`src/rtl/kcs_port_pkg.sv`:
```
package kcs_port_pkg;

  localparam int unsigned BYTE_W = 8;

  // local register select codes
  localparam int unsigned LOC_IDR = 0;
  localparam int unsigned LOC_ODR = 1;
  localparam int unsigned LOC_STS = 2;

  // status byte bit positions
  localparam int unsigned STS_OBF = 0;
  localparam int unsigned STS_IBF = 1;
  localparam int unsigned STS_CD  = 3;

  typedef enum logic [1:0] {
    ST_IDLE  = 2'd0,
    ST_READ  = 2'd1,
    ST_WRITE = 2'd2,
    ST_ERROR = 2'd3
  } ifState_e;

  typedef struct packed {
    logic selData;   // host address hits data port (enabled)
    logic selCmd;    // host address hits command port (enabled)
    logic dataWr;
    logic cmdWr;
    logic dataRd;
    logic idrRd;
    logic odrWr;
    logic stsWr;
  } kcsStrobe_t;

endpackage

```
`src/rtl/kcs_port_ctrl.sv`:
```
module kcs_port_ctrl
  import kcs_port_pkg::*;
#(
  parameter int unsigned HOST_AW = 16,
  parameter int unsigned LOC_AW  = 2
) (
  input  logic               chanEnable,
  input  logic [HOST_AW-1:0] baseAddr,
  input  logic [HOST_AW-1:0] hostAddr,
  input  logic               hostWrEn,
  input  logic               hostRdEn,
  input  logic [LOC_AW-1:0]  locAddr,
  input  logic               locWrEn,
  input  logic               locRdEn,
  output kcsStrobe_t         strobe
);

  logic [HOST_AW-1:0] cmdAddr;
  logic hitData, hitCmd;

  assign cmdAddr = baseAddr + HOST_AW'(1);
  assign hitData = chanEnable && (hostAddr == baseAddr);
  assign hitCmd  = chanEnable && (hostAddr == cmdAddr);

  always_comb begin
    strobe         = '0;
    strobe.selData = hitData;
    strobe.selCmd  = hitCmd;
    strobe.dataWr  = hitData && hostWrEn;
    strobe.cmdWr   = hitCmd  && hostWrEn;
    strobe.dataRd  = hitData && hostRdEn;
    strobe.idrRd   = locRdEn && (locAddr == LOC_AW'(LOC_IDR));
    strobe.odrWr   = locWrEn && (locAddr == LOC_AW'(LOC_ODR));
    strobe.stsWr   = locWrEn && (locAddr == LOC_AW'(LOC_STS));
  end

endmodule

```
`src/rtl/kcs_port_datapath.sv`:
```
module kcs_port_datapath
  import kcs_port_pkg::*;
#(
  parameter int unsigned LOC_AW = 2
) (
  input  logic              clk,
  input  logic              rstN,
  input  kcsStrobe_t        strobe,
  input  logic              irqEnable,
  input  logic [BYTE_W-1:0] hostWrData,
  input  logic [BYTE_W-1:0] locWrData,
  input  logic [LOC_AW-1:0] locAddr,
  output logic [BYTE_W-1:0] hostRdData,
  output logic [BYTE_W-1:0] locRdData,
  output logic [BYTE_W-1:0] statusByte,
  output logic              irq
);

  localparam logic [BYTE_W-1:0] FLOAT_BYTE = '1;

  logic [BYTE_W-1:0] inReg, outReg;
  logic ibf, obf, cmdFlag;
  ifState_e ifState;
  logic ibfNext, obfNext;
  logic hostWr;

  assign hostWr = strobe.dataWr || strobe.cmdWr;

  // sets take priority over clears on both flags
  always_comb begin
    ibfNext = ibf;
    if (hostWr)            ibfNext = 1'b1;
    else if (strobe.idrRd) ibfNext = 1'b0;
    obfNext = obf;
    if (strobe.odrWr)       obfNext = 1'b1;
    else if (strobe.dataRd) obfNext = 1'b0;
  end

  always_ff @(posedge clk or negedge rstN) begin
    if (!rstN) begin
      inReg   <= '0;
      outReg  <= '0;
      ibf     <= 1'b0;
      obf     <= 1'b0;
      cmdFlag <= 1'b0;
      ifState <= ST_IDLE;
      irq     <= 1'b0;
    end else begin
      ibf <= ibfNext;
      obf <= obfNext;
      irq <= ibfNext && irqEnable;
      if (hostWr) begin
        inReg   <= hostWrData;
        cmdFlag <= strobe.cmdWr;
      end
      if (strobe.odrWr) outReg <= locWrData;
      if (strobe.stsWr) ifState <= ifState_e'(locWrData[BYTE_W-1 -: 2]);
    end
  end

  always_comb begin
    statusByte          = '0;
    statusByte[BYTE_W-1 -: 2] = ifState;
    statusByte[STS_CD]  = cmdFlag;
    statusByte[STS_IBF] = ibf;
    statusByte[STS_OBF] = obf;
  end

  always_comb begin
    if (strobe.selData)     hostRdData = outReg;
    else if (strobe.selCmd) hostRdData = statusByte;
    else                    hostRdData = FLOAT_BYTE;
  end

  always_comb begin
    case (locAddr)
      LOC_AW'(LOC_IDR): locRdData = inReg;
      LOC_AW'(LOC_ODR): locRdData = outReg;
      LOC_AW'(LOC_STS): locRdData = statusByte;
      default:          locRdData = '0;
    endcase
  end

endmodule

```
`src/rtl/kcs_port.sv`:
```
module kcs_port
  import kcs_port_pkg::*;
#(
  parameter int unsigned HOST_AW = 16,
  parameter int unsigned LOC_AW  = 2
) (
  input  logic               clk,
  input  logic               rstN,
  input  logic               chanEnable,
  input  logic               irqEnable,
  input  logic [HOST_AW-1:0] baseAddr,
  input  logic [HOST_AW-1:0] hostAddr,
  input  logic               hostWrEn,
  input  logic               hostRdEn,
  input  logic [7:0]         hostWrData,
  output logic [7:0]         hostRdData,
  input  logic [LOC_AW-1:0]  locAddr,
  input  logic               locWrEn,
  input  logic               locRdEn,
  input  logic [7:0]         locWrData,
  output logic [7:0]         locRdData,
  output logic               irq
);

  kcsStrobe_t strobe;
  logic [BYTE_W-1:0] statusByte;

  kcs_port_ctrl #(.HOST_AW(HOST_AW), .LOC_AW(LOC_AW)) u_ctrl (
    .chanEnable(chanEnable),
    .baseAddr  (baseAddr),
    .hostAddr  (hostAddr),
    .hostWrEn  (hostWrEn),
    .hostRdEn  (hostRdEn),
    .locAddr   (locAddr),
    .locWrEn   (locWrEn),
    .locRdEn   (locRdEn),
    .strobe    (strobe)
  );

  kcs_port_datapath #(.LOC_AW(LOC_AW)) u_dp (
    .clk       (clk),
    .rstN      (rstN),
    .strobe    (strobe),
    .irqEnable (irqEnable),
    .hostWrData(hostWrData),
    .locWrData (locWrData),
    .locAddr   (locAddr),
    .hostRdData(hostRdData),
    .locRdData (locRdData),
    .statusByte(statusByte),
    .irq       (irq)
  );

endmodule

```
`config.mk`:
```
export PLATFORM = sky130hd
export DESIGN_NAME = kcs_port
export DESIGN_NICKNAME = d
export VERILOG_FILES = /design/src/rtl/kcs_port_pkg.sv /design/src/rtl/kcs_port_ctrl.sv /design/src/rtl/kcs_port_datapath.sv /design/src/rtl/kcs_port.sv
export SDC_FILE = /design/constraint.sdc
export NUM_CORES = 1
export LEC_CHECK = 0
export ABC_CLOCK_PERIOD_IN_PS = 2300
export BUFFER_PORTS_ARGS = -buffer_cell sky130_fd_sc_hd__buf_4
export CAP_MARGIN = 10
export CORE_AREA = 2 2 62 87
export CTS_BUF_LIST = sky130_fd_sc_hd__clkbuf_8
export DETAILED_ROUTE_END_ITERATION = 16
export DIE_AREA = 0 0 64 89
export PLACE_DENSITY = 0.76
export SLEW_MARGIN = 20
export SYNTH_ARGS = -nofsm -noshare
export SYNTH_HDL_FRONTEND = slang
export SYNTH_SLANG_ARGS = --single-unit
```
`constraint.sdc`:
```
create_clock -name clk -period 2.3 [get_ports clk]
set_clock_uncertainty 0.05 [all_clocks]
set_input_delay 0.345 -clock clk [delete_from_list [all_inputs] [get_ports clk]]
set_output_delay 0.345 -clock clk [all_outputs]
set_load 0.005 [all_outputs]
```
-- After elaboration in Yosys (flattened, before gate mapping)
Cells that the tools add are included.
Widths: inputs -> output; s select.
- flip-flop bits (word level): 22
- input port bits: 58
- output and inout port bits: 17
- add/subtract/negate cells: 1
- eq/ne operators: 4
- muxes and demuxes: 7
- reduce and logical (&&, ||, !) cells: 12
- operators with widths (cell ; count):
    $eq 16x16->1 ; 2
    $pmux 8 s3 ; 1
    $add 16x1->16 const B ; 1
    $mux 8 ; 2
    $logic_and 1x1->1 ; 9
    $mux 1 ; 4
    $eq 2x1->1 const B ; 1
    $eq 2x2->1 const B ; 1
    $logic_not 2->1 ; 1
    $reduce_bool 2->1 ; 1
    $logic_or 1x1->1 ; 1

-- Depth between registers and ports, before layout
- depth after elaboration: 7
- depth in mapped cells: 8
- gate-level depth less buffers: 7

-- Cells and area by module
A second synthesis with hierarchy kept.
- cell total of the unflattened synthesis: 208
- area, all modules: 1791.7 µm²
- by module, submodules not included (module ; instances ; cells each ; area each (µm²) ; sequential area each (µm²)):
    kcs_port_datapath ; 1 ; 107 ; 1122.3 ; 550.5
    kcs_port_ctrl ; 1 ; 101 ; 669.4 ; 0.0

-- Least setup slack after synthesis
OpenSTA, ideal clock, no wires.
- path type: input to output
- from: input baseAddr[13]
- to: output hostRdData[0]
- data arrival time: 2.059 ns
- data required time: 1.905 ns
- path slack: -0.154 ns
- stages: 7
- path through: clkbuf_1 > nand3_1 > or3_4 > a2111oi_4 > nor2_1 > nor4_4 > a31oi_1
- longest elaborated chain between the ends: 5
- RTL lines (what ; RTL line ; text):
    from (decl) ; kcs_port.sv:11 ; input logic [HOST_AW-1:0] baseAddr,
    $add 16x1->16 ; kcs_port_ctrl.sv:21 ; assign cmdAddr = baseAddr + HOST_AW'(1);
    $eq 16x16->1 ; kcs_port_ctrl.sv:23 ; assign hitCmd = chanEnable && (hostAddr == cmdAddr);
    $logic_and 1x1->1 ; kcs_port_ctrl.sv:23 ;
    $mux 8 ; kcs_port_datapath.sv:71 ; else if (strobe.selCmd) hostRdData = statusByte;
    $mux 8 * ; kcs_port_datapath.sv:70 ; if (strobe.selData) hostRdData = outReg;
    to (decl) ; kcs_port.sv:16 ; output logic [7:0] hostRdData,
Mark *: on every way between the ends. The rest lies on a longest branch, timed or not.

-- Worst setup path in the final report
- from: input baseAddr[9]
- to: output hostRdData[1]
The elaborated chain is that of the path after synthesis.

==> implementation parameters <==
Parameter                              Value

Global route
  Antenna violations before repair    0
  Total overflow reported by the global router    0
  Aggregate global-route resource usage    25.1%
  Wire length of the first global-routing pass    between 10 and 15 mm
  Number of global-route vias before repair    ~2600
  Maximum number of pins on one net before global-route repair    23

Finish
  Layout cells sized above 1    around half
  Non-filler cells, final    about 470
  Synthesis-to-layout area growth    63.9%
  Share of the core filled with cells in the final layout    about three quarters
  Number of diodes added for antenna fixing    0
  NumNets Final    between 400 and 500

Placed design
  Final GP Congestion    between 0.9 and 1
  # port buffers    between 70 and 80
  DP HPWL    ~5.7 mm
  Cells after DPL    about 460

Min path
  Type of the tightest min-delay check    primary input to flop
  Worst Hold Path Cells    2
  Hold path startpoint    locWrData[0]
  Destination of the worst hold path    u_dp.outReg[0]

Worst setup path
  Launching element type of the critical path    primary input
  Launching point of the worst reg2reg path    u_dp.inReg[5]
  Endpoint of the worst-slack reg-to-reg timing path    u_dp.inReg[5]
  Flop-to-flop setup slack    around 1.2 ns
  Cell count of the worst reg-to-reg path    4
  Max FO, Critical Path    8
  Path type of the worst setup path    primary input to primary output
  Crit path arrival time    ~2.1 ns
  Type of destination of the critical path    primary output
  CP Data Required Time    approximately 1.9 ns

Logic synthesis
  Synthesis Warnings    0
  Synthesized flop and latch total    22
  Largest cells by area after synthesis    sky130_fd_sc_hd__dfrtp_1 25%, sky130_fd_sc_hd__xnor2_1 5.9%, sky130_fd_sc_hd__mux2_2 5.6%, sky130_fd_sc_hd__nor2_1 5.1%, sky130_fd_sc_hd__nand4_1 4.8%
  Yosys top cell by area    sky130_fd_sc_hd__dfrtp_1
  Syn avg cell area    between 8 and 9 sq um
  Cell area after synthesis    about 2200 sq um
  Distinct cells, synth    54
  Net Count, Synth    about 330
  Number of flops mapped to enable cells by yosys    0
  Library cell with the highest instance count after synthesis    sky130_fd_sc_hd__nor2_1
  Post-Synthesis Cells    273
  Share of synthesized area occupied by flip-flops and latches    24.8%
  Fraction of registers with async set or reset after synthesis    100%
  Most used flip-flop cell after synthesis    sky130_fd_sc_hd__dfrtp_1
  Post-synth top cells    30 x sky130_fd_sc_hd__nor2_1, 22 x sky130_fd_sc_hd__dfrtp_1, 19 x sky130_fd_sc_hd__o21ai_0
  Portion of synthesized cell area occupied by the leading cell type    about a quarter

Route
  Via count    around 2600
  Number of remaining DRC errors    0
  Initial DRC count    ~100
  Pre-Repair DR Iteration Count    4
  Post-route antenna net violation count    0
  Average detailed-routed wire length per instance    about 15 um
  Routed wire length    7.16 mm
  Vias per cell    ~5.6

Power and ir drop
  Leakage power figure    around 1.6 nW
  Power after layout    around 1.2 mW
  Worst vdd rail ir drop    about 190 uV
  Proportion of power drawn by combinational gates    between 40% and 50%
  Internal power contribution    0.852 mW
  NetSw    0.365 mW
  Cell Pwr Density    approximately 340 nW/um^2
  Switching Share    ~30%
  Share of power burned in the clock network    21.7%
  Share of power burned in registers    36.8%

Timing
  Worst Tran Pin Value    around 0.47 ns
  Max-slew violations    0
  Worst-case headroom to the max-slew limit    a little under 70%
  Setup repair after global routing missed its margin    true
  Fin crit share    110%
  Worst hold slack across all endpoints    0.270 ns
  Min Tclk post-route    roughly 2.5 ns
  Setup TNS after final layout    -1.31 ns
  Smallest setup slack after layout    -0.233 ns
  Final hold vios    0
  Peak Freq    between 300 and 400 MHz
  Endpoints failing setup    8

CTS
  Clock buffers created by TritonCTS    3
  Number of levels in the clock H-tree    1
  Clock tree from TritonCTS    built
  Worst-path clk slew    roughly 0.070 ns
  Buffers from clock root to sink, at most    2
  Worst-skew pair later-pin latency    0.25 ns
  Sinks on Clock Net    22
  CTS root buffer    sky130_fd_sc_hd__clkbuf_8

Floorplanning
  Vert. Die Dim    ~89 um
  Initial cell density of the core    approximately 46%
  Chip width    between 60 and 70 um
  Die area    5700 sq um
  Placeable Area    about 4800 sq um
  Placement row count    30
  I/O pin cnt    75

Run status
  Failing checks    negative setup slack
  Result of the run    finished, violations left

Run
  Total of max-cap violations    0
==> layout by cell type, fill, tap and decap left out, types with 3 or more instances in the layout <==
cell                         n
sky130_fd_sc_hd__buf_4     121
sky130_fd_sc_hd__nor2_1     29
sky130_fd_sc_hd__dfrtp_1    22
sky130_fd_sc_hd__o21ai_0    17
sky130_fd_sc_hd__nand4_1    17
sky130_fd_sc_hd__inv_1      16
sky130_fd_sc_hd__nand3_1    14
sky130_fd_sc_hd__nand2_1    12
sky130_fd_sc_hd__xnor2_1    12
sky130_fd_sc_hd__a21oi_1    12
sky130_fd_sc_hd__mux2_2     11
sky130_fd_sc_hd__buf_6      11
sky130_fd_sc_hd__mux2i_1    10
sky130_fd_sc_hd__and2_1     10
sky130_fd_sc_hd__a221oi_1    8
sky130_fd_sc_hd__nor2b_1     4
sky130_fd_sc_hd__clkbuf_8    4
sky130_fd_sc_hd__nand3_4     3
sky130_fd_sc_hd__o21ai_2     3
sky130_fd_sc_hd__a31oi_1     3
sky130_fd_sc_hd__buf_8       3
==> power groups by stage <==
stage / clock (mW) / sequential [mW] / combinational [mW]
after global placement: 0 / 0.452 / 0.436
after detailed placement: 0 / 0.454 / 0.445
after floorplan: 0 / 0.445 / 0.203
after global routing: 0.287 / 0.450 / 0.545
after CTS: 0.272 / 0.446 / 0.459
final: 0.265 / 0.448 / 0.505
==> layer usage <==
| metal | vias up | global-route usage (%) | wire [um] |
|---|---|---|---|
| met4 | 0 | 12.8 | 186 |
| met5 | - | 0 | 0 |
| li1 | 1281 | - | - |
| met1 | 1216 | 26.6 | 2620 |
| met3 | 14 | 1.89 | 346 |
| met2 | 112 | 49.4 | 4010 |
==> critical path: stages <==
cell	delay, ns
sky130_fd_sc_hd__buf_4	0.10
sky130_fd_sc_hd__nand4_4	0.15
sky130_fd_sc_hd__buf_4	0.20
sky130_fd_sc_hd__nor4_4	0.29
sky130_fd_sc_hd__buf_4	0.17
sky130_fd_sc_hd__mux2i_1	0.26
sky130_fd_sc_hd__nand2_2	0.10
sky130_fd_sc_hd__buf_12	0.15
sky130_fd_sc_hd__a31oi_1	0.21
sky130_fd_sc_hd__buf_4	0.15
==> kinds of logic (layout without fill, tap and decap cells) <==
group	after synthesis	after routing	share of synthesized area, %
XOR/XNOR	18	18	7.45
buffers and inverters	26	157	5.08
multiplexers	21	21	10.1
AND/OR/NAND/NOR	124	124	32.3
flip-flops	22	22	24.8
AO/OA/AOI/OAI	61	61	19.6
adder cells (fa/ha/maj)	1	1	0.565
==> state kept, by name (all words and copies together) (netlist names) <==
name and cells:
u_dp.ibf 1, u_dp.obf 1, u_dp.irq 1, u_dp.ifState 2
u_dp.outReg 8, u_dp.inReg 8, u_dp.cmdFlag 1
==> layout make-up <==
cell class | count | area, sq um
clock buffers | 4 | 55.1
fillers | 362 | 1210
inverters | 16 | 60.1
multi-input cells | 225 | 1780
flip-flops and latches | 22 | 551
well taps | 64 | 80.1
repair buffers | 137 | 1110
==> worst max-delay path by stage <==
| stage | start | cells past startpoint | slack, ns | endpoint |
|---|---|---|---|---|
| 6_report | baseAddr[9] | 10 | -0.23 | hostRdData[1] |
| 5_1_grt | baseAddr[9] | 10 | -0.26 | hostRdData[1] |
| 4_1_cts | baseAddr[1] | 11 | -0.21 | hostRdData[0] |
| 3_5_place_dp | baseAddr[1] | 11 | -0.31 | hostRdData[4] |
| 3_3_place_gp | baseAddr[4] | 10 | -0.25 | hostRdData[1] |
| 2_1_floorplan | baseAddr[13] | 7 | -0.02 | hostRdData[0] |
==> what timing repair did <==
item,in CTS,in global routing
setup endpoints to repair,8,8
buffers inserted,1,5
resized for setup,14,39
hold endpoints to repair,22,0
pin swaps,8,16
hold buffers,1,0
==> per-stage QoR <==
step	cell area [sq um]	worst slack (ns)
detailed placement	3250	-0.312
global route	3630	-0.262
floorplan	2240	-0.0207
CTS	3390	-0.214
global placement	3250	-0.249
finish	3630	-0.233
(Power assumes the default switching activity.)
